[src/rtl/octdec_pkg.sv]
`timescale 1ns/1ps
// Package: shared widths, class kinds, pair codes and state counts for the
// octal-field opcode decoder. Assumes an 8-bit opcode split 2-3-3.
package octdec_pkg;

    localparam int OPC_W   = 8;
    localparam int GRP_W   = 2;
    localparam int FIELD_W = 3;
    localparam int PAIR_W  = 3;
    localparam int IMM_W   = 2;
    localparam int CLASS_N = 14;

    // Register code that stands for the memory operand addressed by HL.
    localparam logic [FIELD_W-1:0] REG_MEM = 3'd6;

    // Register-pair select codes.
    localparam logic [PAIR_W-1:0] PR_BC  = 3'd0;
    localparam logic [PAIR_W-1:0] PR_PSW = 3'd4;

    // Base state counts.
    localparam int ST_FOUR   = 4;
    localparam int ST_FIVE   = 5;
    localparam int ST_SEVEN  = 7;
    localparam int ST_TEN    = 10;
    localparam int ST_ELEVEN = 11;

    // Instruction kinds; the value is the bit index in the one-hot class.
    typedef enum logic [3:0] {
        K_IDLE   = 4'd0,
        K_MOVE   = 4'd1,
        K_LDIMM  = 4'd2,
        K_INC    = 4'd3,
        K_DEC    = 4'd4,
        K_ALUREG = 4'd5,
        K_ALUIMM = 4'd6,
        K_WLOAD  = 4'd7,
        K_WADD   = 4'd8,
        K_WINC   = 4'd9,
        K_WDEC   = 4'd10,
        K_PUSH   = 4'd11,
        K_POP    = 4'd12,
        K_HALT   = 4'd13
    } kind_e;

    // Octal fields of one opcode.
    typedef struct packed {
        logic [GRP_W-1:0]   grp;
        logic [FIELD_W-1:0] hi;
        logic [FIELD_W-1:0] lo;
    } fields_t;

endpackage

[src/rtl/octdec_fields.sv]
`timescale 1ns/1ps
// octdec_fields: splits the opcode into group, upper and lower octal fields.
// Assumes the 2-3-3 layout fixed by the package widths.
module octdec_fields
    import octdec_pkg::*;
(
    input  logic [OPC_W-1:0] opcode,
    output fields_t          flds
);

    // Purpose: map opcode bits onto the field struct.
    always_comb begin
        flds.grp = opcode[OPC_W-1 -: GRP_W];
        flds.hi  = opcode[2*FIELD_W-1 -: FIELD_W];
        flds.lo  = opcode[FIELD_W-1:0];
    end

endmodule

[src/rtl/octdec_class.sv]
`timescale 1ns/1ps
// octdec_class: picks the instruction kind from the octal fields, expands it
// to a one-hot class vector and flags memory operands (register code 6).
// Assumes the memory-to-memory move position is halt.
module octdec_class
    import octdec_pkg::*;
(
    input  fields_t              flds,
    output kind_e                kind,
    output logic [CLASS_N-1:0]   op_class,
    output logic                 mem_ref
);

    logic hi_mem;
    logic lo_mem;

    assign hi_mem = (flds.hi == REG_MEM);
    assign lo_mem = (flds.lo == REG_MEM);

    // Purpose: select the kind by group, then by lower field.
    always_comb begin
        kind = K_IDLE;
        case (flds.grp)
            2'b00: begin
                case (flds.lo)
                    3'd1:    kind = flds.hi[0] ? K_WADD : K_WLOAD;
                    3'd3:    kind = flds.hi[0] ? K_WDEC : K_WINC;
                    3'd4:    kind = K_INC;
                    3'd5:    kind = K_DEC;
                    3'd6:    kind = K_LDIMM;
                    default: kind = K_IDLE;
                endcase
            end
            2'b01:   kind = (hi_mem && lo_mem) ? K_HALT : K_MOVE;
            2'b10:   kind = K_ALUREG;
            default: begin
                if (flds.lo == 3'd6)
                    kind = K_ALUIMM;
                else if (flds.lo == 3'd5 && !flds.hi[0])
                    kind = K_PUSH;
                else if (flds.lo == 3'd1 && !flds.hi[0])
                    kind = K_POP;
                else
                    kind = K_IDLE;
            end
        endcase
    end

    // Purpose: expand the kind into one class bit per kind.
    for (genvar k = 0; k < CLASS_N; k++) begin : g_onehot
        assign op_class[k] = (kind == kind_e'(k));
    end

    // Purpose: flag a memory operand in the slot the kind actually uses.
    always_comb begin
        case (kind)
            K_MOVE:                 mem_ref = hi_mem | lo_mem;
            K_LDIMM, K_INC, K_DEC:  mem_ref = hi_mem;
            K_ALUREG:               mem_ref = lo_mem;
            default:                mem_ref = 1'b0;
        endcase
    end

endmodule

[src/rtl/octdec_operands.sv]
`timescale 1ns/1ps
// octdec_operands: routes the octal fields onto register, pair and ALU selects.
// Fields a kind does not use are driven to zero. Push and pop replace the
// stack-pointer pair code with the status-word pair code.
module octdec_operands
    import octdec_pkg::*;
(
    input  fields_t              flds,
    input  kind_e                kind,
    output logic [FIELD_W-1:0]   dst_reg,
    output logic [FIELD_W-1:0]   src_reg,
    output logic [PAIR_W-1:0]    pair_sel,
    output logic [FIELD_W-1:0]   alu_op
);

    logic [PAIR_W-1:0] pair_raw;

    assign pair_raw = {1'b0, flds.hi[2:1]};

    // Purpose: drive each select only for the kinds that consume it.
    always_comb begin
        dst_reg  = '0;
        src_reg  = '0;
        pair_sel = PR_BC;
        alu_op   = '0;
        case (kind)
            K_MOVE: begin
                dst_reg = flds.hi;
                src_reg = flds.lo;
            end
            K_LDIMM, K_INC, K_DEC: dst_reg = flds.hi;
            K_ALUREG: begin
                src_reg = flds.lo;
                alu_op  = flds.hi;
            end
            K_ALUIMM:                         alu_op = flds.hi;
            K_WLOAD, K_WADD, K_WINC, K_WDEC:  pair_sel = pair_raw;
            K_PUSH, K_POP:
                pair_sel = (flds.hi[2:1] == 2'b11) ? PR_PSW : pair_raw;
            default: ;
        endcase
    end

endmodule

[src/rtl/octdec_timing.sv]
`timescale 1ns/1ps
// octdec_timing: base clock-state count and immediate byte count per kind.
// A memory operand lengthens the register form of the instruction.
module octdec_timing
    import octdec_pkg::*;
#(
    parameter int unsigned STATE_W = 5
) (
    input  kind_e               kind,
    input  logic                mem_ref,
    output logic [STATE_W-1:0]  state_count,
    output logic [IMM_W-1:0]    imm_bytes
);

    int n_states;

    // Purpose: look up the state count for the kind and memory flag.
    always_comb begin
        case (kind)
            K_MOVE:          n_states = mem_ref ? ST_SEVEN : ST_FIVE;
            K_HALT:          n_states = ST_SEVEN;
            K_LDIMM:         n_states = mem_ref ? ST_TEN : ST_SEVEN;
            K_INC, K_DEC:    n_states = mem_ref ? ST_TEN : ST_FIVE;
            K_ALUREG:        n_states = mem_ref ? ST_SEVEN : ST_FOUR;
            K_ALUIMM:        n_states = ST_SEVEN;
            K_WLOAD, K_WADD: n_states = ST_TEN;
            K_WINC, K_WDEC:  n_states = ST_FIVE;
            K_PUSH:          n_states = ST_ELEVEN;
            K_POP:           n_states = ST_TEN;
            default:         n_states = ST_FOUR;
        endcase
    end

    assign state_count = STATE_W'(n_states);

    // Purpose: report how many operand bytes follow the opcode.
    always_comb begin
        case (kind)
            K_LDIMM, K_ALUIMM: imm_bytes = 2'd1;
            K_WLOAD:           imm_bytes = 2'd2;
            default:           imm_bytes = 2'd0;
        endcase
    end

endmodule

[src/rtl/octal_opcode_decoder.sv]
`timescale 1ns/1ps
// octal_opcode_decoder: combinational decode of one opcode into a one-hot
// class, register/pair/ALU selects, memory flag, immediate count and base
// state count. Assumes the opcode is held stable by the fetch logic.
module octal_opcode_decoder
    import octdec_pkg::*;
#(
    parameter int unsigned STATE_W = 5
) (
    input  logic [7:0]          opcode,
    output logic [13:0]         op_class,
    output logic [2:0]          dst_reg,
    output logic [2:0]          src_reg,
    output logic [2:0]          pair_sel,
    output logic [2:0]          alu_op,
    output logic                mem_ref,
    output logic [1:0]          imm_bytes,
    output logic [STATE_W-1:0]  state_count
);

    fields_t flds;
    kind_e   kind;

    // Purpose: field split.
    octdec_fields u_fields (
        .opcode (opcode),
        .flds   (flds)
    );

    // Purpose: class selection and memory flag.
    octdec_class u_class (
        .flds     (flds),
        .kind     (kind),
        .op_class (op_class),
        .mem_ref  (mem_ref)
    );

    // Purpose: operand select routing.
    octdec_operands u_operands (
        .flds     (flds),
        .kind     (kind),
        .dst_reg  (dst_reg),
        .src_reg  (src_reg),
        .pair_sel (pair_sel),
        .alu_op   (alu_op)
    );

    // Purpose: state and immediate counts.
    octdec_timing #(.STATE_W(STATE_W)) u_timing (
        .kind        (kind),
        .mem_ref     (mem_ref),
        .state_count (state_count),
        .imm_bytes   (imm_bytes)
    );

endmodule

[config.mk]
export PLATFORM = sky130hd
export DESIGN_NAME = octal_opcode_decoder
export DESIGN_NICKNAME = d
export VERILOG_FILES = /design/src/rtl/octdec_pkg.sv /design/src/rtl/octdec_fields.sv /design/src/rtl/octdec_class.sv /design/src/rtl/octdec_operands.sv /design/src/rtl/octdec_timing.sv /design/src/rtl/octal_opcode_decoder.sv
export SDC_FILE = /design/constraint.sdc
export NUM_CORES = 1
export LEC_CHECK = 0
export ABC_AREA = 1
export BUFFER_PORTS_ARGS = -buffer_cell sky130_fd_sc_hd__buf_2
export CAP_MARGIN = 20
export CORE_UTILIZATION = 31
export DETAILED_ROUTE_END_ITERATION = 6
export SLEW_MARGIN = 20
export SYNTH_ARGS = -nofsm -noshare
export SYNTH_HDL_FRONTEND = slang
export SYNTH_HIERARCHICAL = 1
export SYNTH_SLANG_ARGS = --single-unit
[constraint.sdc]
create_clock -name vclk -period 2.25
set_input_delay 0.225 -clock vclk [all_inputs]
set_output_delay 0.225 -clock vclk [all_outputs]
set_load 0.02 [all_outputs]
==> reports/results.ini <==
[logic_synthesis]
synth-simple-area-share_pct=67.6
synthTopCellsByArea=nand2_1, nor2_1, inv_1, nand3_1, buf_4
yosysTopAreaCellShare_pct=19.9
synthXorXnorAreaFrac_pct=0
synth_cells=199
synth_nets=211
synth_top_family_by_area=simple AND/OR/NAND/NOR gates
synth_most_common_cell=nand2_1
synth_area_per_cell_um2=4.93
ys_warn_count=6
synth_cell_types=20
netlist_area_um2=981
synth_fa_ha_area_share_pct=5.10
synth_compound_area_share_pct=4.34
ys_top_cells_by_count=nand2_1, nor2_1, inv_1, nand3_1, buf_4
synth_area_leader_cell=nand2_1
synth.mux.area_fraction_pct=0
seq_area_frac_synth_pct=0

[power]
netSwitchingFraction_pct=65.6
power.static_leakage_nw=0.827
comb_power_share_pct=100.0
p_int_mw=0.106
p_total_mw=0.309
p_seq_share_pct=0
power_density_nw_per_um2=239
clkPwrFrac_pct=0
p_switching_mw=0.203
ir_drop_mv=0.0758

[timing]
drv_slew=0
clock.fmax_mhz=483
timing.final.crit_share_pct=92.1
period_minus_slack_ns=2.07
holdWs_ns=0.817
final-hold-violation-count=0
setup_tns_ns=0
setup_violations=0

[finish]
syn2layout_area_growth_pct=32.0
nClkBuffers=0
diodes=0
drive_above_1_share_pct=39.9
final_nets=252
multi_input_area_um2=813
seq_cell_count=0
seqCellArea_um2=0
fillers=351
final_cell_area_um2=1290

[routing]
wl_per_cell_um=8.54
vias=1234
post-route-drc-count=0
drt_first_pass_iters=4
ant_nets=0
wl_mm=2.41
drt_iter0_drc=30
viasPerCell=4.38

[floorplanning]
die_h_um=58.3
start_util_pct=32.4
dieArea_um2=3390
dieWidth_um=58.3
std_cell_rows=20
coreArea_um2=3030
io_pins=42

[placement]
place_area_um2=1200
port-buffer-count=41
place.gp.congestion=0.796
dp_hpwl_mm=1.97

[worst_hold_path]
min_path_cells=4
whs_endpoint=pair_sel[2]
hold_start=opcode[4]
hp-class=primary input to output port

[run]
drv_cap=0

[worst_setup_path]
startpoint_type=primary input
cp_max_fo=11
cp.arrival_ns=1.85
cp_data_required_time_ns=2.03
crit_start=opcode[3]
crit_path_end_kind=output port
path_class=primary input to output port

[global_routing]
grtUsageTotal_pct=13.9
grt_max_degree=12
grt_pass1_vias=1029
overflow=0
antenna_found_initial=0
grt_pass1_wl_mm=3.99

[cts]
hold_buffers=0

[run_status]
run_status=completed

cell families (layout without fill, tap and decap cells):
kind of cell	count (synthesis)	after routing
adders and majority gates	4	4
buffers and inverters	48	87
AOI/OAI and AO/OA	7	7
other	1	1
and+or+nand+nor	139	139
final cells by class:
| cell class | instances | area share [%] |
|---|---|---|
| Timing Repair Buffer | 50 | 22.2 |
| Inverter | 37 | 10.7 |
| Tap cell | 44 | 4.25 |
| Multi-Input combinational cell | 151 | 62.8 |
worst max path at each step:
stage / endpoint / slack (ns)
2_1_floorplan: state_count[2] / 0.05
3_3_place_gp: state_count[0] / 0.04
3_5_place_dp: state_count[0] / 0.02
4_1_cts: state_count[0] / 0.02
5_1_grt: state_count[0] / -0.009
6_report: state_count[2] / 0.18
power groups by stage:
| stage | combinational, mW | sequential, mW | clock (mW) |
|---|---|---|---|
| 6_report | 0.309 | 0 | 0 |
| 5_1_grt | 0.342 | 0 | 0 |
| 4_1_cts | 0.289 | 0 | 0 |
| 3_5_place_dp | 0.288 | 0 | 0 |
| 3_3_place_gp | 0.288 | 0 | 0 |
| 2_1_floorplan | 0.226 | 0 | 0 |
timing repair:
action / 4_1_cts / 5_1_grt
buffers inserted: 0 / 4
gates resized for setup: 0 / 22
setup endpoints to repair: 0 / 4
layout by cell type (no fill, tap or decap), types with 3 or more instances in the layout:
cell type	instances
buf_4	13
inv_2	11
buf_2	35
nand2_4	3
nor2_1	39
nand4_1	3
nand2_1	50
nand3_2	4
nand2_2	12
nand3_1	16
inv_1	26
nor2_4	6
nor2_2	5
through the flow:
step	std cells	utilization (%)	setup WS, ns
5_1_grt	282	42.8	-0.00909
3_3_place_gp	278	39.5	0.0389
3_5_place_dp	278	39.5	0.0210
2_1_floorplan	199	-	0.0485
6_report	282	42.8	0.178
4_1_cts	278	39.5	0.0158
critical path, stage by stage:
cell and delay [ns]:
buf_2 0.18, inv_1 0.06, o211ai_1 0.20, nand3_2 0.13
nand2_4 0.11, inv_2 0.05, buf_4 0.17, nor2_1 0.21
nand2_1 0.10, nand2_1 0.10, nand2_2 0.06, nand3_2 0.08
inv_2 0.03, buf_2 0.14
layer usage:
metal / up-vias / track usage (%) / share of wire [%]
li1: 668 / - / -
met1: 536 / 18.2 / 48
met2: 30 / 26.4 / 49
met3: 0 / 0.670 / 3.7
met4: 0 / 0.340 / 0
met5: - / 0 / 0
No activity file was read; power rests on OpenSTA's default activity.
